$ cat config.mk
export PLATFORM = sky130hd
export DESIGN_NAME = ring_resync_extract
export DESIGN_NICKNAME = d
export VERILOG_FILES = /design/src/rtl/rsx_pkg.sv /design/src/rtl/rsx_hdr_check.sv /design/src/rtl/rsx_ptr_unit.sv /design/src/rtl/rsx_ctrl.sv /design/src/rtl/ring_resync_extract.sv
export SDC_FILE = /design/constraint.sdc
export NUM_CORES = 1
export LEC_CHECK = 0
export ABC_AREA = 1
export CAP_MARGIN = 20
export CORE_MARGIN = 5
export CORE_UTILIZATION = 65
export DETAILED_ROUTE_END_ITERATION = 10
export DONT_BUFFER_PORTS = 1
export PLACE_DENSITY = 0.83
export SLEW_MARGIN = 20
export SYNTH_ARGS = -nofsm -noshare
export SYNTH_HDL_FRONTEND = slang
export SYNTH_HIERARCHICAL = 1
export SYNTH_SLANG_ARGS = --single-unit
$ cat constraint.sdc
create_clock -name clk -period 6.95 [get_ports clk]
set_input_delay 0.695 -clock clk [delete_from_list [all_inputs] [get_ports clk]]
set_output_delay 0.695 -clock clk [all_outputs]
set_load 0.01 [all_outputs]
$ cat src/rtl/rsx_pkg.sv
package rsx_pkg;

    typedef enum logic [2:0] {
        ST_IDLE,
        ST_SCAN_RD,
        ST_SCAN_CHK,
        ST_COUNT,
        ST_STR_RD,
        ST_STR_CAP,
        ST_STR_OUT,
        ST_DONE
    } rsx_state_t;

endpackage

$ cat src/rtl/rsx_hdr_check.sv
module rsx_hdr_check #(
    parameter int                TYPE_W = 4,
    parameter logic [TYPE_W-1:0] TYPE_A = 4'h4,
    parameter logic [TYPE_W-1:0] TYPE_B = 4'h7
) (
    input  logic [TYPE_W-1:0] typ,
    input  logic              gen_new,
    output logic              ok
);

    // Older generation: no structure to test, every word may start a packet.
    always_comb begin
        if (gen_new) ok = (typ == TYPE_A) || (typ == TYPE_B);
        else         ok = 1'b1;
    end

endmodule

$ cat src/rtl/rsx_ptr_unit.sv
module rsx_ptr_unit #(
    parameter int ADDR_W   = 8,
    parameter int LOOKBACK = 12
) (
    input  logic [ADDR_W:0]   ring_words,
    input  logic [ADDR_W-1:0] rptr,
    input  logic [ADDR_W-1:0] wptr,
    input  logic [ADDR_W-1:0] cur,
    output logic [ADDR_W-1:0] rewound,
    output logic [ADDR_W-1:0] cur_next,
    output logic [ADDR_W:0]   span
);

    localparam int SZ_W = ADDR_W + 1;
    localparam logic [SZ_W-1:0] LB = SZ_W'(LOOKBACK);

    logic [SZ_W-1:0] r_ext, c_ext, w_ext, c_inc, rew_full;

    assign r_ext = {1'b0, rptr};
    assign c_ext = {1'b0, cur};
    assign w_ext = {1'b0, wptr};
    assign c_inc = c_ext + 1'b1;

    always_comb begin
        // rewind, wrapping below zero
        if (r_ext >= LB) rew_full = r_ext - LB;
        else             rew_full = r_ext + ring_words - LB;
        rewound = rew_full[ADDR_W-1:0];

        // single step forward, wrapping at the ring end
        if (c_inc == ring_words) cur_next = '0;
        else                     cur_next = c_inc[ADDR_W-1:0];

        // unread distance from cur to the write pointer
        if (w_ext >= c_ext) span = w_ext - c_ext;
        else                span = w_ext + ring_words - c_ext;
    end

endmodule

$ cat src/rtl/rsx_ctrl.sv
module rsx_ctrl
    import rsx_pkg::*;
#(
    parameter int WORD_W   = 32,
    parameter int ADDR_W   = 8,
    parameter int LOOKBACK = 12
) (
    input  logic              clk,
    input  logic              rst_n,
    input  logic              start,
    input  logic              gen_new,
    input  logic [ADDR_W:0]   size_in,
    input  logic [ADDR_W-1:0] wptr_in,
    input  logic [ADDR_W-1:0] rewound,
    input  logic [ADDR_W-1:0] cur_next,
    input  logic [ADDR_W:0]   span,
    input  logic              hdr_ok,
    input  logic [WORD_W-1:0] mem_rdata,
    input  logic              out_ready,
    output logic [ADDR_W:0]   ring_words,
    output logic [ADDR_W-1:0] wptr_q,
    output logic [ADDR_W-1:0] cur_q,
    output logic              mode_q,
    output logic              busy,
    output logic              mem_rd,
    output logic [ADDR_W-1:0] mem_addr,
    output logic              out_valid,
    output logic [WORD_W-1:0] out_data,
    output logic              out_last,
    output logic              done
);

    localparam int STEP_W = $clog2(LOOKBACK + 1);
    localparam logic [STEP_W-1:0] STEP_END = STEP_W'(LOOKBACK - 1);

    rsx_state_t        state_q, state_d;
    logic [ADDR_W:0]   size_q;
    logic [ADDR_W:0]   rem_q;
    logic [STEP_W-1:0] steps_q;
    logic [WORD_W-1:0] data_q;
    logic              launch;

    assign launch     = (state_q == ST_IDLE) && start;
    assign ring_words = (state_q == ST_IDLE) ? size_in : size_q;

    // state register
    always_ff @(posedge clk or negedge rst_n) begin
        if (!rst_n) state_q <= ST_IDLE;
        else        state_q <= state_d;
    end

    // transitions
    always_comb begin
        state_d = state_q;
        unique case (state_q)
            ST_IDLE:     if (start) state_d = ST_SCAN_RD;
            ST_SCAN_RD:  state_d = ST_SCAN_CHK;
            ST_SCAN_CHK: begin
                if (hdr_ok || steps_q == STEP_END) state_d = ST_COUNT;
                else                               state_d = ST_SCAN_RD;
            end
            ST_COUNT:    state_d = (span == '0) ? ST_DONE : ST_STR_RD;
            ST_STR_RD:   state_d = ST_STR_CAP;
            ST_STR_CAP:  state_d = ST_STR_OUT;
            ST_STR_OUT: begin
                if (out_ready) state_d = (rem_q == 1) ? ST_DONE : ST_STR_RD;
            end
            ST_DONE:     state_d = ST_IDLE;
            default:     state_d = ST_IDLE;
        endcase
    end

    // job registers
    always_ff @(posedge clk or negedge rst_n) begin
        if (!rst_n) begin
            size_q  <= '0;
            wptr_q  <= '0;
            mode_q  <= 1'b0;
            cur_q   <= '0;
            steps_q <= '0;
            rem_q   <= '0;
            data_q  <= '0;
        end else begin
            if (launch) begin
                size_q  <= size_in;
                wptr_q  <= wptr_in;
                mode_q  <= gen_new;
                cur_q   <= rewound;
                steps_q <= '0;
            end
            if (state_q == ST_SCAN_CHK && !hdr_ok) begin
                cur_q   <= cur_next;
                steps_q <= steps_q + 1'b1;
            end
            if (state_q == ST_COUNT)   rem_q  <= span;
            if (state_q == ST_STR_CAP) data_q <= mem_rdata;
            if (state_q == ST_STR_OUT && out_ready) begin
                cur_q <= cur_next;
                rem_q <= rem_q - 1'b1;
            end
        end
    end

    // outputs
    always_comb begin
        busy      = (state_q != ST_IDLE);
        mem_rd    = (state_q == ST_SCAN_RD) || (state_q == ST_STR_RD);
        mem_addr  = cur_q;
        out_valid = (state_q == ST_STR_OUT);
        out_last  = (state_q == ST_STR_OUT) && (rem_q == 1);
        out_data  = data_q;
        done      = (state_q == ST_DONE);
    end

endmodule

$ cat src/rtl/ring_resync_extract.sv
module ring_resync_extract #(
    parameter int                TYPE_W   = 4,
    parameter int                WORD_W   = 32,
    parameter int                ADDR_W   = 8,
    parameter int                LOOKBACK = 12,
    parameter logic [TYPE_W-1:0] TYPE_A   = 4'h4,
    parameter logic [TYPE_W-1:0] TYPE_B   = 4'h7
) (
    input  logic              clk,
    input  logic              rst_n,
    input  logic              start,
    input  logic              gen_new,
    input  logic [ADDR_W+2:0] ring_bytes,
    input  logic [ADDR_W-1:0] rd_ptr,
    input  logic [ADDR_W-1:0] wr_ptr,
    output logic              busy,
    output logic              mem_rd,
    output logic [ADDR_W-1:0] mem_addr,
    input  logic [WORD_W-1:0] mem_rdata,
    output logic              out_valid,
    input  logic              out_ready,
    output logic [WORD_W-1:0] out_data,
    output logic              out_last,
    output logic              done
);

    logic [ADDR_W:0]   size_in, ring_words, span;
    logic [ADDR_W-1:0] rewound, cur_next, cur_q, wptr_q;
    logic              mode_q, hdr_ok;
    logic              unused_byte_lsbs;

    assign size_in          = ring_bytes[ADDR_W+2:2];
    assign unused_byte_lsbs = ^ring_bytes[1:0];

    rsx_hdr_check #(
        .TYPE_W (TYPE_W),
        .TYPE_A (TYPE_A),
        .TYPE_B (TYPE_B)
    ) u_hdr (
        .typ     (mem_rdata[WORD_W-1 -: TYPE_W]),
        .gen_new (mode_q),
        .ok      (hdr_ok)
    );

    rsx_ptr_unit #(
        .ADDR_W   (ADDR_W),
        .LOOKBACK (LOOKBACK)
    ) u_ptr (
        .ring_words (ring_words),
        .rptr       (rd_ptr),
        .wptr       (wptr_q),
        .cur        (cur_q),
        .rewound    (rewound),
        .cur_next   (cur_next),
        .span       (span)
    );

    rsx_ctrl #(
        .WORD_W   (WORD_W),
        .ADDR_W   (ADDR_W),
        .LOOKBACK (LOOKBACK)
    ) u_ctrl (
        .clk        (clk),
        .rst_n      (rst_n),
        .start      (start),
        .gen_new    (gen_new),
        .size_in    (size_in),
        .wptr_in    (wr_ptr),
        .rewound    (rewound),
        .cur_next   (cur_next),
        .span       (span),
        .hdr_ok     (hdr_ok),
        .mem_rdata  (mem_rdata),
        .out_ready  (out_ready),
        .ring_words (ring_words),
        .wptr_q     (wptr_q),
        .cur_q      (cur_q),
        .mode_q     (mode_q),
        .busy       (busy),
        .mem_rd     (mem_rd),
        .mem_addr   (mem_addr),
        .out_valid  (out_valid),
        .out_data   (out_data),
        .out_last   (out_last),
        .done       (done)
    );

endmodule

======== Word level (Yosys, flattened, before mapping) ========
Cells that the tools add are included.
Widths: inputs -> output; s select.
word-level totals
  flip-flop bits (word level) ............. 74
  input bits .............................. 64
  logic and storage cells ................. 66
  output and inout port bits .............. 45
cells by class
  $lt $le $gt $ge ......................... 2
  $add $sub $neg .......................... 9
  mux-type cells .......................... 18
  reductions and logical operators ........ 15
  equality and inequality tests ........... 14
operators by type and width
  cell                 number
  $mux 8               5
  $mux 9               4
  $pmux 3 s8           1
  $sub 8x4->8 const B  2
  $eq 3x3->1 const B   4
  $add 8x1->9 const B  1
  $add 8x9->9          1
  $eq 9x1->1 const B   1
  $eq 9x9->1           1
  $logic_not 9->1      1
  $sub 8x8->9          1
  $sub 9x1->9 const B  1
  $sub 9x8->9          1
  $add 8x8->8          1
  $eq 4x3->1 const B   2
  $ge 8x4->1 const B   1
  $ge 8x8->1           1
  $mux 4               2
  $eq 3x2->1 const B   2
  $mux 2               3
  $mux 3               2
  $reduce_bool 3->1    2
  $add 4x1->4 const B  1
  $eq 4x4->1 const B   1
  10 further kinds     16

======== Logic depth before layout (Yosys ltp) ========
Gate-level depths: netlist of run 1.
  depth in word-level cells ............... 8
  depth in mapped cells ................... 23
  gate-level depth less buffers ........... 22

======== Cells and area by module ========
The synthesis of run 1 kept the hierarchy.
modules (own cells, without submodules)
  module         cells an instance  area each (um^2)  seq. area each (um^2)  instances
  rsx_ctrl       389                3483.3            1851.8                 1
  rsx_ptr_unit   322                1929.4            0.0                    1
  rsx_hdr_check  8                  33.8              0.0                    1

======== Worst setup path before layout of run 1 ========
OpenSTA, ideal clock, no wires.
  path type ............................... flip-flop to flip-flop
  start point ............................. register u_ctrl.state_q[1]
  end point ............................... register u_ctrl.state_q[0]
  buffers on the path ..................... 1
  required time ........................... 6.830 ns
  setup slack ............................. 3.541 ns
  library setup time ...................... 0.120 ns
  clock period less this slack ............ 3.409 ns
  cell stages (with the launch flop) ...... 22
  arrival ................................. 3.289 ns
  path through ............................ dfrtp_1 > nor2_2 > nand2_2 > clkbuf_1 > o21ai_0 > inv_1 > fa_1 > inv_1 > fa_1 > nand3_1 > nand2_1 > a21oi_1 > xnor2_1 > nand2_1 > nand2_1 > nor2_1 > nand2_1 > nor2_1 > nand2_1 > nand2_1 > o21ai_0 > inv_1
on the way
  cells in the longest elaborated chain, start to end .. 8
  elaborated cells between the ends (all ways) .. 18
  those cells by class .................... 2 x add/sub; 9 x eq/ne; 4 x mux; 3 x reduce/logical
RTL lines
  what                      line                       source
  start: declaration        rsx_ctrl.sv:36             rsx_state_t state_q, state_d;
  start signal: assignment  rsx_ctrl.sv:49             else state_q <= state_d;
  $logic_not 3->1           rsx_ctrl.sv:44             assign ring_words = (state_q == ST_IDLE) ? size_in : size_q;
  $mux 9                    rsx_ctrl.sv:44
  via ring_words[1]         ring_resync_extract.sv:27  logic [ADDR_W:0] size_in, ring_words, span;
  $add 8x9->9               rsx_ptr_unit.sv:36         else span = w_ext + ring_words - c_ext;
  $sub 9x8->9               rsx_ptr_unit.sv:36
  $mux 9                    rsx_ptr_unit.sv:35         if (w_ext >= c_ext) span = w_ext - c_ext;
  via span[6]               ring_resync_extract.sv:27
  $logic_not 9->1           rsx_ctrl.sv:62             ST_COUNT: state_d = (span == '0) ? ST_DONE : ST_STR_RD;
  $mux 2                    rsx_ctrl.sv:62
  $pmux 3 s8                rsx_ctrl.sv:55             unique case (state_q)
The timed path passes the listed nets, and every way through them passes these cells.
A chain may end at the register's enable or synchronous reset.

======== Worst setup path in the final report of run 1 ========
Same ends and word-level chain as after synthesis.

==> results of run 1 <==
-- state kept, by name, summed over array words and instances (netlist names) --
signal / cells
u_ctrl/cur_q: 8
u_ctrl/mode_q: 1
u_ctrl/steps_q: 4
u_ctrl/size_q: 9
u_ctrl/state_q: 3
u_ctrl/rem_q: 9
u_ctrl/wptr_q: 8
u_ctrl/out_data: 32
-- path summary, 6_finish.rpt --
check | from | slack [ns] | end
max in group asynchronous | rst_n | 6.76 | u_ctrl/rem_q[3]
min in group clk | wr_ptr[3] | 0.47 | u_ctrl/wptr_q[3]
hold reg to reg | u_ctrl/mode_q | 0.48 | u_ctrl/mode_q
hold / removal | rst_n | 0.04 | u_ctrl/wptr_q[1]
setup reg to reg | u_ctrl/state_q[1] | 2.86 | u_ctrl/state_q[0]
setup / recovery | u_ctrl/state_q[1] | 2.86 | u_ctrl/state_q[0]
-- layout by cell type (no fill, tap or decap), types with 2 or more instances in the layout --
cell type and n:
a21o_1 3, a21oi_1 31, a31oi_1 2, clkbuf_8 9, dfrtp_1 74, fa_1 10, ha_1 34, inv_1 108
inv_2 4, inv_6 3, mux2_1 3, mux2_2 29, nand2_1 212, nand2_2 5, nand3_1 48, nand4_1 5
nor2_1 38, nor2_2 5, nor2_4 7, o211ai_1 2, o21ai_0 44, o21ai_1 4, xnor2_1 10, xor2_1 15
-- worst reg2reg max path, stage by stage, from the launching register on --
cell and delay, ns:
dfrtp_1 0.49, nor2_2 0.16, nand2_2 0.27, o21ai_0 0.61, inv_1 0.16, fa_1 0.56, inv_1 0.07, fa_1 0.47
nand3_1 0.12, nand2_1 0.10, xnor2_1 0.14, o21ai_0 0.30, nor2_1 0.07, nand2_1 0.07, nor2_1 0.05, nand2_1 0.09
nand2_1 0.05, o21ai_0 0.16, inv_1 0.06
-- routing by layer --
layer,share of wire,GRT usage,vias up
li1,-,-,2249
met3,0.061,0.0572,37
met2,0.50,0.429,156
met4,0.035,0.111,0
met5,0,0,-
met1,0.41,0.296,2149
-- cells by family after synthesis --
family                   count (synthesis)  synth area share
flip-flops                              74             0.340
XOR/XNOR                                25            0.0402
AO/OA/AOI/OAI                           89            0.0857
multiplexers                            32            0.0662
adder cells (fa/ha/maj)                 44             0.115
buffers and inverters                  131            0.0995
AND/OR/NAND/NOR                        324             0.254
-- metrics by stage --
step           setup slack (ns)  utilization
2_1_floorplan              3.54            -
3_5_place_dp               2.94        0.667
3_3_place_gp               3.00        0.667
5_1_grt                    2.54        0.693
6_report                   2.86        0.693
4_1_cts                    2.92        0.693
-- area by class of cell --
cell class                 count  share of cell area
multi-input combinational    514               0.539
inverter                     112              0.0742
sequential                    74               0.327
tap                          105              0.0232
clock inverter                 7              0.0148
clock buffer                   9              0.0219
==> out/qor.yml, run 1 <==
rr_worst_depth: 18
drive_gt1_frac: 0.0950
viasPerCell: 5.59
postRouteWirelength_um: 12200
num_rows: 33
synth_area_leaders: "dfrtp_1, nand2_1, ha_1"
cts-htree-levels: 3
avgSynthCellArea_sq_um: 7.58
cts_resized: 0
placed_area_sq_mm: 0.00546
cp_max_fo: 21
grt_max_degree: 75
die_area_sq_mm: 0.0103
path_depth: 18
place_hpwl_um: 9590
ant_nets: 0
start_util: 0.666
period_share: 0.588
fin_area_sq_mm: 0.00566
yosysTopAreaCell: "dfrtp_1"
drv_cap: 0
crit_path_end_kind: "flop"
syn_nets: 827
drtPass1Iterations: 5
grt_first_pass_wirelength_um: 20600
cts_buffer_depth: 2
core_area_sq_mm: 0.00818
vias: 4591
synth_seq_cells: 74
path_buf_inv: 3
postCtsSetupRepairBufs: 0
antenna_cells: 0
wire_per_inst_um: 14.9
multi_input_area_sq_mm: 0.00305
worstPathRequired_ns: 7.18
hold_slack_ns: 0.0351
cts.sinks: 74
synthFlopType: "dfrtp_1"
ios: 109
drc: 0
synthArstFlopShare: 1.00
ys_seq_area_frac: 0.340
grt_overflow: 0
syn_area_sq_mm: 0.00545
synth_most_common_cell: "nand2_1"
gp_congestion: 0.940
netlist_instances: 719
fin_setup_tns_ns: 0
fill_cells: 685
finalCriticalPeriod_ns: 4.09
synth_edf_count: 0
slew_headroom: 0.468
path_class: "flop to flop"
hold_violations: 0
yosysWarnings: 6
crit_slowest_cell: "o21ai_0"
dp_cells: 805
die_y_um: 102
status: "completed"
worst_pin_slew_ns: 0.789
fin_cells: 821
drtIter0Drc: 325
antenna_found_initial: 0
cp_cell_sequence: "nor2_2 -> nand2_2 -> o21ai_0 -> inv_1 -> fa_1 -> inv_1 -> fa_1 -> nand3_1 -> nand2_1 -> xnor2_1 -> o21ai_0 -> nor2_1 -> nand2_1 -> nor2_1 -> nand2_1 -> nand2_1 -> o21ai_0 -> inv_1"
crit_arrival_ns: 4.32
path_common_cell: "nand2_1"
yosysTopAreaCellShare: 0.340
grt_setup_unrepaired: "no"
cts_tree: "built"
regArea_sq_mm: 0.00185
slew_viol_final: 0
cts-buffers-inserted: 9
cts_root_buf: "clkbuf_8"
area_growth_pct: 4.00
num-nets-final: 819
grt_pass1_vias: 4719
clock_latency_ns: 0.34
grt_usage: 0.249
crit_family: "compound AO/OA/AOI/OAI gates"
worstSetupStartpointType: "flop"
min_path_type: "input pin to asynchronous set/reset pin"
cp_slowest_stage_delay_ns: 0.60
cts_hold_buf: 0
clkSlewWorstSetupHoldPaths_ns: 0.09
setup_viol: 0
io_buffer_count: 0
fin_skew_ns: 0.00989
ys_top_cells_by_count: "nand2_1, inv_1, dfrtp_1"
fmax_mhz: 245
die_x_um: 102
yosysUniqueCellTypes: 33
Power of run 1 is left out: the tool's default activity adds up to more than one toggle a clock period on the data nets, which glitch-free logic cannot reach.
==> inputs of run 2 (changes only) <==
- CORE_UTILIZATION: 65 -> 59
- PLACE_DENSITY: 0.83 -> 0.8
- clock period: 6.95 -> 3.7 ns (I/O delays scaled with it)
==> run 2 against run 1 <==
Net effect: wire length increased by 3.1%; worst hold slack improved by 0.092 ns; highest routed layer unchanged; sequential share of layout area decreased by 0.78 points; clock skew decreased by 0.00072 ns; critical path type unchanged; critical path depth increased by 1; via count increased by 0.13%; die area increased by 9.2%.
==> out/qor.yml, run 2 (synthesis results as in run 1) <==
start_util: 0.598  # -0.0683
place_hpwl_um: 9800  # +2.2%
clock_latency_ns: 0.36  # +0.02 ns
slew_headroom: 0.519  # +0.0508
final_common_cell: "nand2_1"
fmax_mhz: 289  # +18%
cts_buffer_depth: 2  # unchanged
num_rows: 35  # +6.1%
fin_area_sq_mm: 0.00580  # +2.4%
cts-buffers-inserted: 9  # unchanged
placed_area_sq_mm: 0.00554  # +1.5%
core_area_sq_mm: 0.00911  # +11%
postRouteWirelength_um: 12600  # +3.1%
worst_pin_slew_ns: 0.719  # -0.0704 ns
slew_viol_final: 0  # unchanged
antenna_cells: 0  # unchanged
ant_nets: 0  # unchanged
area_growth_pct: 6.52
grt_overflow: 0  # unchanged
hold_violations: 0  # unchanged
setup_viol: 0  # unchanged
drc: 0  # unchanged
grt_first_pass_wirelength_um: 21300  # +3.8%
ios: 109  # unchanged
viasPerCell: 5.47  # -2.1%
period_share: 0.936  # +0.347
die_x_um: 106  # +4.5%
cp_max_fo: 14  # -33%
grt_pass1_vias: 4645  # -1.6%
vias: 4597  # +0.13%
io_buffer_count: 0  # unchanged
drv_cap: 0  # unchanged
num-nets-final: 832  # +1.6%
largest_reg_flops: 32  # unchanged
fin_skew_ns: 0.00917  # -0.000724 ns
mostFrequentLayoutCells: "nand2_1, inv_1, dfrtp_1, nand3_1, o21ai_0"
grt_max_degree: 75  # unchanged
crit_path_end_kind: "flop"
finalCriticalPeriod_ns: 3.46  # -0.627 ns
drtIter0Drc: 258  # -21%
worstSetupStartpointType: "flop"
crit_arrival_ns: 3.77  # -0.55 ns
die_area_sq_mm: 0.0113  # +9.2%
clkSlewWorstSetupHoldPaths_ns: 0.09  # about the same
worstPathRequired_ns: 4.00  # -3.18 ns
wire_per_inst_um: 15.0  # +0.74%
gp_congestion: 0.889  # -5.5%
status: "completed"
cts.sinks: 74  # unchanged
grt_usage: 0.234  # -0.0148
drive_gt1_frac: 0.110  # +0.0148
antenna_found_initial: 0  # unchanged
drtPass1Iterations: 5  # unchanged
cts-htree-levels: 3  # unchanged
cts_tree: "built"
cts_root_buf: "clkbuf_8"
path_class: "flop to flop"
min_path_type: "input pin to flop"
die_y_um: 106  # +4.5%
## run 2: worst max-delay path, stage by stage (launching register included)
cell and delay (ns):
dfrtp_1 0.43, nor2_4 0.14, nand2_4 0.12, o21ai_0 0.34, inv_1 0.16, fa_1 0.55
inv_1 0.04, ha_1 0.34, nand2_1 0.12, inv_1 0.06, a21oi_1 0.17, xor2_1 0.21
o21ai_0 0.14, nor2_1 0.13, nand2_1 0.06, nor2_1 0.11, nand2_1 0.09, nand2_1 0.06
o21ai_0 0.07, inv_1 0.06
## run 2: per-layer routing
layer  track usage  vias up  wire length [um]
met5             0        -                 0
met2         0.419      129              6530
met1         0.281     2162              5210
li1              -     2283                 -
met4        0.0703        0               251
met3        0.0504       23               605
## run 2: repair_timing
action                                 CTS  global route
hold buffers                             2             0
gates resized for setup                  0             8
setup endpoints to repair                0             2
endpoints found under the hold margin   74             0
buffers inserted                         0             1
## run 2: final timing paths
path | endpoint | slack [ns] | cells past startpoint | from
setup / recovery | u_ctrl/state_q[0] | 0.24 | 19 | u_ctrl/state_q[0]
hold reg to reg | u_ctrl/mode_q | 0.49 | 2 | u_ctrl/mode_q
hold / removal | u_ctrl/wptr_q[2] | 0.13 | 2 | wr_ptr[2]
max in group asynchronous | u_ctrl/cur_q[5] | 2.83 | 2 | rst_n
min in group asynchronous | u_ctrl/wptr_q[1] | 0.55 | 2 | rst_n
setup reg to reg | u_ctrl/state_q[0] | 0.24 | 19 | u_ctrl/state_q[0]
## run 2: cell type report
type	instances	area (sq um)
Multi-Input combinational cell	514	3060
Clock inverter	7	83.8
Sequential cell	74	1850
Timing Repair Buffer	13	120
Fill cell	807	3310
Tap cell	111	139
Clock buffer	9	124
Inverter	112	420
## run 2: stage by stage
step	setup TNS (ns)	cells	hold slack (ns)	worst slack [ns]	util
global route	-0.0164	840	0.107	-0.0164	0.637
CTS	0	839	0.114	0.117	0.635
detailed placement	0	821	0.0772	0.150	0.608
global placement	0	821	0.0769	0.185	0.608
finish	0	840	0.128	0.238	0.637
floorplan	0	719	0.0744	0.291	-
Power of run 2 is left out for the same reason.
==> inputs of run 3 (changes only) <==
- CORE_UTILIZATION: 59 -> 50
- MAX_ROUTING_LAYER: default -> met4
- PLACE_DENSITY: 0.8 -> 0.7
==> run 3 against run 2 <==
Net effect: via count down 0.96%; non-clock buffer count up 2; first-iteration DRC count up 24%; clock skew up 0.0038 ns; clock-buffer cell count up 1; largest cell class unchanged; highest routed layer unchanged.
==> out/qor.yml, run 3 (synthesis results as in run 1) <==
status: "completed"
area_growth_pct: 8.22
slew_headroom: 0.517  # -0.00251
fmax_mhz: 293  # +1.5%
clkSlewWorstSetupHoldPaths_ns: 0.09  # about the same
num-nets-final: 834  # +0.24%
hold_violations: 0  # unchanged
io_buffer_count: 0  # unchanged
path_class: "flop to flop"
wire_per_inst_um: 14.7  # -1.9%
grt_first_pass_wirelength_um: 21100  # -1.3%
vias: 4553  # -0.96%
ios: 109  # unchanged
cts.sinks: 74  # unchanged
cts_tree: "built"
largest_reg_flops: 32  # unchanged
ant_nets: 0  # unchanged
slew_viol_final: 0  # unchanged
gp_congestion: 0.912  # +2.6%
core_area_sq_mm: 0.0107  # +18%
period_share: 0.922  # -0.0139
worst_pin_slew_ns: 0.723  # +0.00375 ns
num_rows: 38  # +8.6%
cts-buffers-inserted: 9  # unchanged
crit_path_end_kind: "flop"
grt_setup_unrepaired: "no"
postLayoutSetupSlackWorst_ns: 0.289  # +0.0513 ns
antenna_cells: 0  # unchanged
drtIter0Drc: 320  # +24%
die_y_um: 114  # +7.8%
postRouteWirelength_um: 12800  # +1.7%
grt_overflow: 0  # unchanged
die_x_um: 114  # +7.8%
hold_slack_ns: 0.122  # -0.00532 ns
cts_buffer_depth: 2  # unchanged
clock_latency_ns: 0.36  # about the same
drtPass1Iterations: 5  # unchanged
worstSetupStartpointType: "flop"
setup_viol: 0  # unchanged
die_area_sq_mm: 0.0131  # +16%
grt_max_degree: 75  # unchanged
start_util: 0.507  # -0.0911
fill_cells: 1003  # +24%
antenna_found_initial: 0  # unchanged
cp_max_fo: 16  # +2
viasPerCell: 5.23  # -4.5%
cts-htree-levels: 3  # unchanged
min_path_type: "input pin to flop"
final_common_cell: "nand2_1"
worstPathRequired_ns: 3.95  # -0.05 ns
fin_setup_tns_ns: 0  # unchanged
crit_arrival_ns: 3.66  # -0.11 ns
finalCriticalPeriod_ns: 3.41  # -0.0513 ns
cts_root_buf: "clkbuf_8"
fin_util: 0.549  # -0.0884
drv_cap: 0  # unchanged
grt_pass1_vias: 4539  # -2.3%
mostFrequentLayoutCells: "nand2_1, inv_1, dfrtp_1, nand3_1"
fin_skew_ns: 0.0130  # +0.00380 ns
grt_usage: 0.206  # -0.0279
drive_gt1_frac: 0.116  # +0.00654
place_ws_ns: 0.0663  # -0.0834 ns
drc: 0  # unchanged
place_hpwl_um: 10000  # +2.3%
==> run 3: area by class of cell <==
type	instances	area, sq um	share of cell area
tap	140	175	0.0297
multi-input combinational	514	3080	0.522
clock inverter	6	96.3	0.0163
clock buffer	10	138	0.0233
timing repair buffer	15	135	0.0229
inverter	112	420	0.0713
sequential	74	1850	0.314
==> run 3: per-stage QoR <==
step | cells | area [sq um]
after floorplan | 719 | 5450
after global placement | 850 | 5580
after detailed placement | 850 | 5580
after CTS | 868 | 5850
after global routing | 871 | 5890
final | 871 | 5890
==> run 3: timing repair <==
item	CTS	global route
setup endpoints to repair	0	3
endpoints found under the hold margin	74	0
hold buffers	2	0
gates resized for setup	0	11
setup buffers	0	3
==> run 3: final timing paths <==
path,from,cells after the start,to,slack (ns)
max in group asynchronous,rst_n,2,u_ctrl/out_data[2],2.82
worst min-delay path,wr_ptr[6],2,u_ctrl/wptr_q[6],0.12
worst min register to register,u_ctrl/wptr_q[0],2,u_ctrl/wptr_q[0],0.48
worst max register to register,u_ctrl/state_q[0],21,u_ctrl/state_q[0],0.29
min in group asynchronous,rst_n,2,u_ctrl/wptr_q[5],0.56
worst max-delay path,u_ctrl/state_q[0],21,u_ctrl/state_q[0],0.29
==> run 3: worst max-delay path, cell delays in order (launching register included) <==
cell and delay, ns:
dfrtp_1 0.42, nor2_4 0.15, nand2_4 0.14, o21ai_1 0.14, buf_4 0.15, inv_1 0.07, fa_1 0.53, inv_1 0.07
fa_1 0.45, nand3_1 0.10, nand2_1 0.11, a21oi_1 0.20, xnor2_1 0.16, nand2_1 0.07, nand2_1 0.09, nor2_1 0.04
nand2_1 0.05, nor2_1 0.05, nand2_1 0.07, nand2_1 0.05, o21ai_0 0.14, inv_1 0.05
==> run 3: metal layers <==
layer	up-vias	wire, um	part of all wire	global-route usage
li1	2284	-	-	-
met1	2127	5230	0.41	0.236
met2	118	6680	0.52	0.357
met3	24	595	0.046	0.0449
met4	0	316	0.025	0.0713
met5	-	0	0	-
Power of run 3 is left out for the same reason.
